==> config.mk <==
export PLATFORM = sky130hd
export DESIGN_NAME = serial_word_link
export DESIGN_NICKNAME = d
export VERILOG_FILES = /design/src/rtl/link_pkg.sv /design/src/rtl/link_tick_gen.sv /design/src/rtl/link_tx.sv /design/src/rtl/link_rx.sv /design/src/rtl/serial_word_link.sv
export SDC_FILE = /design/constraint.sdc
export NUM_CORES = 1
export LEC_CHECK = 0
export ABC_CLOCK_PERIOD_IN_PS = 4300
export BUFFER_PORTS_ARGS = -buffer_cell sky130_fd_sc_hd__buf_2
export CORE_ASPECT_RATIO = 2
export CORE_MARGIN = 3
export CORE_UTILIZATION = 40
export CTS_CLUSTER_SIZE = 20
export DETAILED_ROUTE_END_ITERATION = 6
export GPL_TIMING_DRIVEN = 0
export HOLD_SLACK_MARGIN = 0.03
export SYNTH_ARGS = -nofsm -noshare
export SYNTH_HDL_FRONTEND = slang
export SYNTH_SLANG_ARGS = --single-unit
==> constraint.sdc <==
create_clock -name clk -period 4.3 [get_ports clk]
set_input_delay 0.43 -clock clk [delete_from_list [all_inputs] [get_ports clk]]
set_output_delay 0.43 -clock clk [all_outputs]
set_load 0.03 [all_outputs]
==> src/rtl/link_pkg.sv <==
package link_pkg;

    typedef enum logic [1:0] {
        TX_IDLE,
        TX_START,
        TX_DATA
    } tx_state_e;

    typedef enum logic [1:0] {
        RX_HUNT,
        RX_START_CHK,
        RX_DATA,
        RX_DRAIN
    } rx_state_e;

endpackage

==> src/rtl/link_tick_gen.sv <==
module link_tick_gen #(
    parameter int DIV = 4
) (
    input  logic clk,
    input  logic rst_n,
    input  logic restart,
    output logic tick
);
    localparam int CW = (DIV > 1) ? $clog2(DIV) : 1;

    generate
        if (DIV == 1) begin : g_every
            assign tick = 1'b1;
        end else begin : g_div
            logic [CW-1:0] cnt_q;
            always_ff @(posedge clk or negedge rst_n) begin
                if (!rst_n) begin
                    cnt_q <= '0;
                end else if (restart || cnt_q == CW'(DIV - 1)) begin
                    cnt_q <= '0;
                end else begin
                    cnt_q <= cnt_q + 1'b1;
                end
            end
            assign tick = (cnt_q == CW'(DIV - 1)) && !restart;
        end
    endgenerate
endmodule

==> src/rtl/link_tx.sv <==
module link_tx
    import link_pkg::*;
#(
    parameter int WORD_W       = 24,
    parameter int CLKS_PER_BIT = 10
) (
    input  logic              clk,
    input  logic              rst_n,
    input  logic [WORD_W-1:0] data,
    input  logic              valid,
    output logic              ready,
    output logic              line
);
    localparam int IW = $clog2(WORD_W);

    tx_state_e         st_q, st_d;
    logic [WORD_W-1:0] sh_q, sh_d;
    logic [IW-1:0]     idx_q, idx_d;
    logic              load;
    logic              bit_tick;

    assign load = valid && (st_q == TX_IDLE);

    link_tick_gen #(.DIV(CLKS_PER_BIT)) u_tick (
        .clk     (clk),
        .rst_n   (rst_n),
        .restart (load),
        .tick    (bit_tick)
    );

    always_comb begin
        st_d  = st_q;
        sh_d  = sh_q;
        idx_d = idx_q;
        unique case (st_q)
            TX_IDLE: begin
                if (valid) begin
                    sh_d  = data;
                    idx_d = IW'(WORD_W - 1);
                    st_d  = TX_START;
                end
            end
            TX_START: begin
                if (bit_tick) st_d = TX_DATA;
            end
            TX_DATA: begin
                if (bit_tick) begin
                    if (idx_q == '0) begin
                        st_d = TX_IDLE;
                    end else begin
                        idx_d = idx_q - 1'b1;
                        sh_d  = {sh_q[WORD_W-2:0], 1'b0};
                    end
                end
            end
            default: st_d = TX_IDLE;
        endcase
    end

    always_ff @(posedge clk or negedge rst_n) begin
        if (!rst_n) begin
            st_q  <= TX_IDLE;
            sh_q  <= '0;
            idx_q <= '0;
        end else begin
            st_q  <= st_d;
            sh_q  <= sh_d;
            idx_q <= idx_d;
        end
    end

    always_comb begin
        ready = 1'b0;
        line  = 1'b0;
        unique case (st_q)
            TX_IDLE:  ready = 1'b1;
            TX_START: line  = 1'b1;
            TX_DATA:  line  = sh_q[WORD_W-1];
            default:  line  = 1'b0;
        endcase
    end
endmodule

==> src/rtl/link_rx.sv <==
module link_rx
    import link_pkg::*;
#(
    parameter int WORD_W   = 24,
    parameter int TICK_DIV = 1,
    parameter int OVS      = 4
) (
    input  logic              clk,
    input  logic              rst_n,
    input  logic              line,
    input  logic              rd,
    input  logic              ovr_clr,
    output logic [WORD_W-1:0] word,
    output logic              word_valid,
    output logic              overrun
);
    localparam int IW   = $clog2(WORD_W);
    localparam int TW   = $clog2(OVS) + 1;
    localparam int HALF = OVS / 2;

    rx_state_e         st_q, st_d;
    logic [WORD_W-1:0] sh_q, sh_d;
    logic [IW-1:0]     idx_q, idx_d;
    logic [TW-1:0]     tc_q, tc_d;
    logic              sync1_q, sync2_q;
    logic              tick;
    logic              done;
    logic [WORD_W-1:0] word_q;
    logic              valid_q, ovr_q;

    link_tick_gen #(.DIV(TICK_DIV)) u_tick (
        .clk     (clk),
        .rst_n   (rst_n),
        .restart (1'b0),
        .tick    (tick)
    );

    always_ff @(posedge clk or negedge rst_n) begin
        if (!rst_n) begin
            sync1_q <= 1'b0;
            sync2_q <= 1'b0;
        end else begin
            sync1_q <= line;
            sync2_q <= sync1_q;
        end
    end

    always_comb begin
        st_d  = st_q;
        sh_d  = sh_q;
        idx_d = idx_q;
        tc_d  = tc_q;
        done  = 1'b0;
        unique case (st_q)
            RX_HUNT: begin
                if (tick && sync2_q) begin
                    tc_d = '0;
                    st_d = RX_START_CHK;
                end
            end
            RX_START_CHK: begin
                if (tick) begin
                    if (tc_q == TW'(HALF - 1)) begin
                        tc_d  = '0;
                        idx_d = IW'(WORD_W - 1);
                        st_d  = sync2_q ? RX_DATA : RX_HUNT;
                    end else begin
                        tc_d = tc_q + 1'b1;
                    end
                end
            end
            RX_DATA: begin
                if (tick) begin
                    if (tc_q == TW'(OVS - 1)) begin
                        tc_d = '0;
                        sh_d = {sh_q[WORD_W-2:0], sync2_q};
                        if (idx_q == '0) begin
                            done = 1'b1;
                            st_d = RX_DRAIN;
                        end else begin
                            idx_d = idx_q - 1'b1;
                        end
                    end else begin
                        tc_d = tc_q + 1'b1;
                    end
                end
            end
            RX_DRAIN: begin
                if (tick && !sync2_q) st_d = RX_HUNT;
            end
            default: st_d = RX_HUNT;
        endcase
    end

    always_ff @(posedge clk or negedge rst_n) begin
        if (!rst_n) begin
            st_q  <= RX_HUNT;
            sh_q  <= '0;
            idx_q <= '0;
            tc_q  <= '0;
        end else begin
            st_q  <= st_d;
            sh_q  <= sh_d;
            idx_q <= idx_d;
            tc_q  <= tc_d;
        end
    end

    always_ff @(posedge clk or negedge rst_n) begin
        if (!rst_n) begin
            word_q  <= '0;
            valid_q <= 1'b0;
            ovr_q   <= 1'b0;
        end else begin
            if (done) begin
                word_q  <= sh_d;
                valid_q <= 1'b1;
            end else if (rd) begin
                valid_q <= 1'b0;
            end
            if (done && valid_q && !rd) begin
                ovr_q <= 1'b1;
            end else if (ovr_clr) begin
                ovr_q <= 1'b0;
            end
        end
    end

    assign word       = word_q;
    assign word_valid = valid_q;
    assign overrun    = ovr_q;
endmodule

==> src/rtl/serial_word_link.sv <==
module serial_word_link #(
    parameter int WORD_W          = 24,
    parameter int TX_CLKS_PER_BIT = 10,
    parameter int RX_TICK_DIV     = 1,
    parameter int RX_OVS          = 4
) (
    input  logic              clk,
    input  logic              rst_n,
    input  logic [WORD_W-1:0] tx_data,
    input  logic              tx_valid,
    output logic              tx_ready,
    output logic              tx_line,
    input  logic              rx_line,
    output logic [WORD_W-1:0] rx_data,
    output logic              rx_valid,
    input  logic              rx_rd,
    output logic              rx_overrun,
    input  logic              ovr_clr
);
    link_tx #(
        .WORD_W       (WORD_W),
        .CLKS_PER_BIT (TX_CLKS_PER_BIT)
    ) u_tx (
        .clk   (clk),
        .rst_n (rst_n),
        .data  (tx_data),
        .valid (tx_valid),
        .ready (tx_ready),
        .line  (tx_line)
    );

    link_rx #(
        .WORD_W   (WORD_W),
        .TICK_DIV (RX_TICK_DIV),
        .OVS      (RX_OVS)
    ) u_rx (
        .clk        (clk),
        .rst_n      (rst_n),
        .line       (rx_line),
        .rd         (rx_rd),
        .ovr_clr    (ovr_clr),
        .word       (rx_data),
        .word_valid (rx_valid),
        .overrun    (rx_overrun)
    );
endmodule

==> flow_summary.ini <==
[run_status]
status = complete, no violations

[clock_tree]
cts-htree-levels = 3
tritoncts = built
cts.clk_slew.worst_paths_ns = 0.07
cts_setup_buffers = 0
root_buffer = clkbuf_16
hold_buffers = 0
cts_buffers = 9
cts_buffer_depth = 2
postCtsResizedCells = 0
clock_sinks = 96
worstSkewPairLatency_ns = 0.34

[die]
die_area_um2 = 13100
die_w_um = 82.4
initial_utilization_pct = 41.1
die_h_um = 159
placementRows = 55
core_um2 = 11400
io_pins = 58

[hold_path]
worst_hold_path_type = in2async

[routing]
dr.pass1.iters = 4
drt_iter0_drc = 118
wl_um = 9550
wl_per_cell_um = 15.1
route.detailed.drc = 0
viasPerCell = 5.29
drtAntennaViolNets = 0
dr_total_vias = 3353

[synthesis]
netlist_top_cells_area = dfrtp_1, mux2_2, mux2_4
ys_seq_area_share_pct = 51.4
yosys.area.top_type = dfrtp_1
ys.flop_type = dfrtp_1
synth_top_cell_area_share_pct = 51.4
ys_warn_count = 0
synthTopCellsByCount = dfrtp_1, nand2_1, mux2_2
synth_area_per_cell_um2 = 11.2
synth_edf_count = 0
netlist_instances = 418
yosysMostFrequentCell = dfrtp_1
synth.net_count = 465
ys_seq_elements = 96
async_flop_share_pct = 100
synthesis.area_um2 = 4670
synth_cell_type_count = 46

[critical_path]
r2r_start = u_tx.st_q[1]
r2r_end = u_tx.sh_q[18]
arrival_ns = 1.85
crit_end = tx_line
required_ns = 3.87
end_kind = output pin
regToRegSetupSlack_ns = 2.03
cp_max_fo = 10
rr_worst_depth = 7
startpoint_type = flop
critPathLaunch = u_tx.st_q[0]
critPathKind = reg2out

[place]
port_buffers = 57
gp_congestion = 0.762
dp_cells = 618
dpl_cell_area_um2 = 5160
hpwlAfterDp_um = 6990

[grt]
grt_pass1_wl_um = 16000
antenna_found_initial = 0
grt_max_degree = 53
grt_pass1_vias = 3388
grtUsageTotal_pct = 15.6
gr-total-overflow = 0

[job]
maxCapViolCount = 0

[finish]
fin_util_pct = 48.0
design_area_um2 = 5450
fin_nets = 534
fin_cells = 634
area_growth_pct = 16.7
antenna_cells = 0
drive_gt1_share_pct = 27.0

[power]
irDropWorstVdd_uv = 197
p_leak_nw = 2.79
p_per_area_nw_per_um2 = 365

[timing]
max_freq_mhz = 438
worst_pin_slew_ns = 0.616
setup_violations = 0
holdWs_ns = 0.105
relSlewSlack_pct = 58.9
min_period_ns = 2.28
period_share_pct = 53.1
report.final.slew_viol_count = 0
hold_viol = 0
finalSetupTns_ns = 0
fin_skew_ns = 0.00743
grt_setup_unrepaired = no
-- where the power goes --
group / total (mW) / switching (mW) / leakage (nW) / internal, mW
clock: 0.768 / 0.366 / 0.137 / 0.403
sequential: 0.972 / 0.0335 / 1.28 / 0.939
combinational: 0.248 / 0.148 / 1.37 / 0.101
-- layer usage --
layer	global-route usage, %	part of all wire [%]	routed length, um
met5	0	0	0
met1	17.2	40	3800
met2	28.0	55	5270
met4	5.22	1.4	129
met3	3.75	3.7	358
-- flip-flops by register name, indices dropped and copies added, names as in the netlist, named ones only --
name	count
u_tx.idx_q	5
u_rx.sh_q	23
u_rx.st_q	1
u_rx.tc_q	3
u_rx.sync2_q	1
u_tx.st_q	2
u_tx.sh_q	24
u_rx.sync1_q	1
u_rx.overrun	1
u_rx.word	24
u_rx.idx_q	5
u_tx.u_tick.g_div.cnt_q	4
u_rx.word_valid	1
-- per-stage QoR --
stage	setup slack, ns	total power, mW
detailed placement	2.06	1.24
global placement	1.77	1.22
global route	1.80	2.10
finish	2.02	1.99
floorplan	2.33	1.15
CTS	1.98	2.03
-- kinds of logic (layout without fill, tap and decap cells) --
kind of cell	count (synthesis)	count (layout)	synth area share [%]
AO/OA/AOI/OAI	80	80	11.5
XOR/XNOR	1	1	0.188
adder cells (fa/ha/maj)	17	17	4.55
buffers and inverters	43	117	4.61
flip-flops	96	96	51.4
multiplexers	53	53	14.1
AND/OR/NAND/NOR	128	128	13.7
-- how the worst min path moves through the flow --
stage | startpoint | end | slack (ns) | depth (start not counted)
final | rst_n | u_tx.u_tick.g_div.cnt_q[1] | 0.11 | 1
after global routing | rst_n | u_rx.word[9] | 0.13 | 1
after CTS | rst_n | u_tx.u_tick.g_div.cnt_q[1] | 0.11 | 1
after detailed placement | u_rx.sync1_q | u_rx.sync2_q | 0.35 | 0
after global placement | u_rx.sync1_q | u_rx.sync2_q | 0.34 | 0
after floorplan | rst_n | asynchronous set/reset pin | 0.13 | 0
-- cells in the final DEF (no fill, tap or decap), types with 2 or more instances in the layout --
cell       count
nand3_1        4
o21ai_0        9
and3_1        23
nor3b_1        2
a21oi_1        7
nor2b_1        5
dfrtp_1       96
a31oi_1       22
a21o_1         3
buf_1          3
ha_1          17
inv_6          4
nor2_1        12
nor4_1         2
clkbuf_16      9
o22ai_1        2
nor3_1         8
clkinv_4       2
o31ai_1        2
buf_2         60
and2_1         3
inv_1         17
nand2b_1       4
o21a_1         3
mux2i_1        6
a211oi_1      24
mux2_2        29
nand2_1       56
nand2_2        2
clkbuf_1      14
mux2_4        18
buf_12         2
a32oi_1        2
buf_6          2
-- area by class of cell --
cell class | instances | area [um2]
plain buffers | 26 | 151
inverters | 17 | 63.8
fillers | 1046 | 5900
flip-flops and latches | 96 | 2400
repair buffers | 58 | 315
multi-input cells | 279 | 2050
clock inverters | 7 | 60.1
well taps | 142 | 178
clock buffers | 9 | 225
-- critical path, stage by stage (launching register included) --
cell and delay [ns]:
dfrtp_1 0.39, inv_1 0.11, ha_1 0.18, clkbuf_1 0.36
a21oi_1 0.13, nor2b_1 0.13, buf_2 0.20
No activity file was read; power rests on OpenSTA's default activity.
